[config.mk]
export PLATFORM = sky130hd
export DESIGN_NAME = regcpu_core
export DESIGN_NICKNAME = d
export VERILOG_FILES = /design/src/rtl/regcpu_pkg.sv /design/src/rtl/regcpu_decode.sv /design/src/rtl/regcpu_alu.sv /design/src/rtl/regcpu_pc.sv /design/src/rtl/regcpu_core.sv
export SDC_FILE = /design/constraint.sdc
export NUM_CORES = 1
export LEC_CHECK = 0
export BUFFER_PORTS_ARGS = -buffer_cell sky130_fd_sc_hd__buf_2
export CORE_MARGIN = 4
export CORE_UTILIZATION = 50
export CTS_CLUSTER_SIZE = 25
export DETAILED_ROUTE_END_ITERATION = 10
export GPL_TIMING_DRIVEN = 0
export MAX_ROUTING_LAYER = met4
export PLACE_DENSITY = 0.73
export SYNTH_ARGS = -nofsm -noshare
export SYNTH_HDL_FRONTEND = slang
export SYNTH_SLANG_ARGS = --single-unit
export TNS_END_PERCENT = 1
[constraint.sdc]
create_clock -name clk -period 10.3 [get_ports clk]
set_input_delay 1.03 -clock clk [delete_from_list [all_inputs] [get_ports clk]]
set_output_delay 1.03 -clock clk [all_outputs]
set_load 0.05 [all_outputs]
[src/rtl/regcpu_pkg.sv]
package regcpu_pkg;
  localparam int INSTR_W   = 16;
  localparam int KIND_BIT  = 15;
  localparam int YSEL_BIT  = 12;
  localparam int CTRL_MSB  = 11;
  localparam int CTRL_W    = 6;
  localparam int DST_A_BIT = 5;
  localparam int DST_D_BIT = 4;
  localparam int DST_M_BIT = 3;
  localparam int JLT_BIT   = 2;
  localparam int JEQ_BIT   = 1;
  localparam int JGT_BIT   = 0;

  typedef struct packed {
    logic clr_x;
    logic inv_x;
    logic clr_y;
    logic inv_y;
    logic sum;
    logic inv_o;
  } alu_ctrl_t;

  typedef struct packed {
    logic      comp;
    logic      ld_a;
    logic      ld_d;
    logic      wr_mem;
    logic      y_mem;
    alu_ctrl_t ctrl;
    logic      c_lt;
    logic      c_eq;
    logic      c_gt;
  } dec_t;
endpackage

[src/rtl/regcpu_decode.sv]
module regcpu_decode
  import regcpu_pkg::*;
(
  input  logic [INSTR_W-1:0] instr,
  output dec_t               dec
);
  logic comp;
  assign comp = instr[KIND_BIT];

  always_comb begin
    dec.comp   = comp;
    dec.ld_a   = ~comp | instr[DST_A_BIT];
    dec.ld_d   = comp & instr[DST_D_BIT];
    dec.wr_mem = comp & instr[DST_M_BIT];
    dec.y_mem  = comp & instr[YSEL_BIT];
    dec.ctrl   = alu_ctrl_t'(instr[CTRL_MSB -: CTRL_W]);
    dec.c_lt   = comp & instr[JLT_BIT];
    dec.c_eq   = comp & instr[JEQ_BIT];
    dec.c_gt   = comp & instr[JGT_BIT];
  end
endmodule

[src/rtl/regcpu_alu.sv]
module regcpu_alu
  import regcpu_pkg::*;
#(
  parameter int W = 16
) (
  input  logic [W-1:0] x,
  input  logic [W-1:0] y,
  input  alu_ctrl_t    ctrl,
  output logic [W-1:0] res,
  output logic         zero,
  output logic         neg
);
  logic [W-1:0] xz, xc, yz, yc, raw;

  always_comb begin
    xz  = ctrl.clr_x ? '0 : x;
    xc  = ctrl.inv_x ? ~xz : xz;
    yz  = ctrl.clr_y ? '0 : y;
    yc  = ctrl.inv_y ? ~yz : yz;
    raw = ctrl.sum ? (xc + yc) : (xc & yc);
    res = ctrl.inv_o ? ~raw : raw;
  end

  assign zero = (res == '0);
  assign neg  = res[W-1];
endmodule

[src/rtl/regcpu_pc.sv]
module regcpu_pc #(
  parameter int ADDR_W = 15
) (
  input  logic              clk,
  input  logic              rst,
  input  logic              c_lt,
  input  logic              c_eq,
  input  logic              c_gt,
  input  logic              zero,
  input  logic              neg,
  input  logic [ADDR_W-1:0] target,
  output logic [ADDR_W-1:0] pc
);
  logic              take;
  logic [ADDR_W-1:0] pc_q;

  assign take = (c_lt & neg) | (c_eq & zero) | (c_gt & ~neg & ~zero);

  always_ff @(posedge clk) begin
    if (rst)       pc_q <= '0;
    else if (take) pc_q <= target;
    else           pc_q <= pc_q + 1'b1;
  end

  assign pc = pc_q;


  pc_rst_chk: assert property (@(posedge clk) disable iff (rst)
    $past(rst) |-> pc_q == '0);

  pc_jmp_chk: assert property (@(posedge clk) disable iff (rst)
    (!$past(rst) && $past(take)) |-> pc_q == $past(target));

  pc_inc_chk: assert property (@(posedge clk) disable iff (rst)
    (!$past(rst) && !$past(take)) |-> pc_q == $past(pc_q) + 1'b1);

  pc_gt_neg_chk: assert property (@(posedge clk) disable iff (rst)
    (c_gt && !c_lt && !c_eq && neg) |=> pc_q == $past(pc_q) + 1'b1);
endmodule

[src/rtl/regcpu_core.sv]
module regcpu_core
  import regcpu_pkg::*;
#(
  parameter int DATA_W = 16,
  parameter int ADDR_W = 15
) (
  input  logic              clk,
  input  logic              rst,
  input  logic [DATA_W-1:0] mem_rdata,
  input  logic [INSTR_W-1:0] instr,
  output logic [DATA_W-1:0] mem_wdata,
  output logic              mem_we,
  output logic [ADDR_W-1:0] data_addr,
  output logic [ADDR_W-1:0] instr_addr
);
  dec_t              dec;
  logic [DATA_W-1:0] a_q, d_q, a_in, y_op, alu_res;
  logic              alu_zero, alu_neg;

  regcpu_decode u_dec (
    .instr (instr),
    .dec   (dec)
  );

  assign y_op = dec.y_mem ? mem_rdata : a_q;

  regcpu_alu #(.W(DATA_W)) u_alu (
    .x    (d_q),
    .y    (y_op),
    .ctrl (dec.ctrl),
    .res  (alu_res),
    .zero (alu_zero),
    .neg  (alu_neg)
  );

  assign a_in = dec.comp ? alu_res : DATA_W'(instr);

  always_ff @(posedge clk) begin
    if (rst) begin
      a_q <= '0;
      d_q <= '0;
    end else begin
      if (dec.ld_a) a_q <= a_in;
      if (dec.ld_d) d_q <= alu_res;
    end
  end

  regcpu_pc #(.ADDR_W(ADDR_W)) u_pc (
    .clk    (clk),
    .rst    (rst),
    .c_lt   (dec.c_lt),
    .c_eq   (dec.c_eq),
    .c_gt   (dec.c_gt),
    .zero   (alu_zero),
    .neg    (alu_neg),
    .target (a_q[ADDR_W-1:0]),
    .pc     (instr_addr)
  );

  assign mem_wdata = alu_res;
  assign mem_we    = dec.wr_mem;
  assign data_addr = a_q[ADDR_W-1:0];


  addr_kind_we_chk: assert property (@(posedge clk) disable iff (rst)
    !instr[KIND_BIT] |-> !mem_we);

  addr_load_chk: assert property (@(posedge clk) disable iff (rst)
    (!$past(rst) && !$past(instr[KIND_BIT])) |-> data_addr == $past(instr[ADDR_W-1:0]));

  d_hold_chk: assert property (@(posedge clk) disable iff (rst)
    (!$past(rst) && !$past(dec.ld_d)) |-> $stable(d_q));

  a_hold_chk: assert property (@(posedge clk) disable iff (rst)
    (!$past(rst) && $past(instr[KIND_BIT]) && !$past(instr[DST_A_BIT])) |-> $stable(a_q));
endmodule

==> qor.csv <==
stage,metric,value,unit
floorplan,Die W,102,um
synth,area share of the largest cell type after synthesis,0.213,
layout,fin area,5040,sq um
timing,Final Max Tran Viols,0,
setup_path,WP data required,9.27,ns
global_route,antenna violations before repair,0,
clock_network,CTS tree,done,
clock_network,hold_buf cts,0,
timing,fin crit share,0.602,
place,Routability Congestion,0.962,
clock_network,H-tree depth,2,
synth,"Seq/Total Area, Yosys",0.213,
timing,Setup TNS,0,ns
synth,post-synth net total,630,
outcome,status,completed,
layout,Fillers,807,
flow_run,# Max-Cap Violations,0,
routing,Antenna Violating Nets Remaining,0,
synth,synthesized instance count,578,
synth,"Async S/R FF share, synth",0,
global_route,global-route wire length before repair,20.4,mm
routing,DR pass1 iterations,5,
clock_network,post-CTS setup buffers,0,
synth,Mapped Area,4410,sq um
synth,Synth area leaders,"dfxtp_1 21%, xnor2_1 8.5%, nand2_1 7.1%",
synth,Synth Area per Inst,7.63,sq um
synth,"area leader, netlist",dfxtp_1,
hold_path,hold crit path type,flop to flop,
timing,RSZ-0062 raised after global routing,no,
routing,DR vias,4378,
synth,Ys Warns,0,
floorplan,die area,10400,sq um
global_route,pin count of the biggest net entering global routing,15,
layout,Diodes inserted,0,
synth,Yosys reg bits,47,
routing,Via density,5.69,
timing,endpoints failing setup,0,
setup_path,CP arrival,5.17,ns
clock_network,Root Buffer,clkbuf_8,
timing,min cycle time layout,6.20,ns
layout,share of cells above drive strength 1,0.198,
global_route,vias in the first global route,4193,
synth,Post-synth EDFFs,0,
setup_path,Setup crit end kind,output port,
timing,worst slew pin tran,0.739,ns
routing,post-DR wirelength/cell,16.5,um
power,P_leak,2.17,nW
floorplan,Core ar.,8640,sq um
clock_network,Clock Path Buffers,2,
place,dpl cell area,4920,sq um
setup_path,kind of critical path,input port to output port,
floorplan,Die Ht,102,um
routing,final WL,12.7,mm
synth,synth unique cells,67,
layout,nets,712,
timing,Final Skew,0.00710,ns
timing,FMAX,0.161,GHz
routing,DRC,0,
place,Detailed Place HPWL,10.1,mm
floorplan,Initial Util,0.511,
power,PwrDens,161,nW/um^2
global_route,Tot GR Track Use,0.251,
setup_path,startpoint types,input port,
power,overall power,0.810,mW
clock_network,Num CTS Buffers,5,
clock_network,Clock Sinks,47,
floorplan,row count,34,
synth,ys flop type,dfxtp_1,
setup_path,crit path max fanout,7,
clock_network,clock transition at the registers of the reported paths,0.09,ns
timing,"Hold Violations, Final",0,
power,Worst IR Drop VDD,0.0593,mV
place,port bufs,75,
floorplan,I/O pin count,81,
timing,Slew HR,0.504,
clock_network,PostCTS Resize Cnt,0,
routing,detailed router's first-iteration violation count,294,
layout,Layout area overhead,14.2,%
global_route,total global routing overflow,0,
clock_network,Worst-Skew Late Latency,0.31,ns
[stage by stage]
| stage | hold WS (ns) | setup slack [ns] | util | std cells |
|---|---|---|---|---|
| detailed placement | 0.448 | 4.23 | 0.570 | 761 |
| CTS | 0.460 | 4.20 | 0.584 | 769 |
| global placement | 0.442 | 4.33 | 0.570 | 761 |
| finish | 0.462 | 4.10 | 0.584 | 769 |
| global route | 0.486 | 3.83 | 0.584 | 769 |
| floorplan | 0.437 | 4.72 | - | 578 |
[worst max-delay path: stages]
cell and delay [ns]:
buf_2 0.12, and2_1 0.12, clkbuf_1 0.26, nand2_1 0.10, a21oi_1 0.18, xor2_1 0.23, ha_1 0.34, inv_1 0.10
fa_1 0.41, nor2b_1 0.31, o31ai_2 0.11, a21oi_1 0.32, o221ai_1 0.24, xnor2_1 0.18, mux2i_1 0.11, xnor2_1 0.62
buf_2 0.39
[layer usage]
layer	GRT usage	wire length, um
met5	-	0
met4	0.0787	307
met3	0.0239	803
met2	0.434	6170
met1	0.308	5420
[cells in the final DEF, fill, tap and decap left out, drive strengths merged, types with 18 or more instances in the layout]
master and n:
a21oi 58, dfxtp 47, xnor2 43, buf 101, xor2 23, a211oi 18
nor2 44, nand2b 19, mux2i 19, nand2 83, clkbuf 32
[worst paths after layout]
kind	cells after the start	start	endpoint	slack [ns]
worst min register to register	2	d_q[12]	d_q[12]	0.46
worst max register to register	17	a_q[0]	u_pc.pc[9]	5.58
worst max-delay path	17	instr[15]	mem_wdata[14]	4.10
worst min-delay path	2	d_q[12]	d_q[12]	0.46
[logic make-up after synthesis]
family          count (synthesis)  synth area share
xor+xnor                       66             0.131
simple gates                  213             0.233
mux                            35            0.0925
fa+ha+maj                      18            0.0528
flops                          47             0.213
compound gates                132             0.200
buf+inv                        67            0.0783
[layout make-up]
| class | count | area (sq um) | area share |
|---|---|---|---|
| multi-input cells | 464 | 3130 | 0.620 |
| well taps | 108 | 135 | 0.0268 |
| repair buffers | 75 | 375 | 0.0745 |
| flip-flops and latches | 47 | 941 | 0.187 |
| clock inverters | 2 | 35.0 | 0.00695 |
| inverters | 15 | 56.3 | 0.0112 |
| plain buffers | 52 | 289 | 0.0573 |
| clock buffers | 6 | 82.6 | 0.0164 |
[registers in the layout, summed over array words and instances (netlist names)]
register / count
a_q: 16
u_pc.pc: 15
d_q: 16
[Yosys cell counts (all sizes together) (3+ instances only)]
| cell type | number |
|---|---|
| nand2 | 83 |
| a21oi | 58 |
| dfxtp | 47 |
| nor2 | 44 |
| xnor2 | 43 |
| buf | 26 |
| clkbuf | 26 |
| xor2 | 23 |
| mux2i | 19 |
| nand2b | 19 |
| a211oi | 18 |
| ha | 17 |
| nor2b | 17 |
| mux2 | 16 |
| inv | 14 |
| o21ai | 14 |
| nor3 | 11 |
| and3 | 10 |
| nand3 | 7 |
| and2 | 5 |
| a21o | 4 |
| a31oi | 4 |
| o21a | 4 |
| or3 | 4 |
| nand3b | 3 |
| nand4 | 3 |
| o211ai | 3 |
| o22ai | 3 |
[report_power, final]
| part | switching (mW) | internal (mW) | total (mW) |
|---|---|---|---|
| Combinational | 0.302 | 0.150 | 0.452 |
| Clock | 0.0673 | 0.0787 | 0.146 |
| Sequential | 0.0139 | 0.198 | 0.212 |
Note: power is estimated with default switching activity, not from simulation.
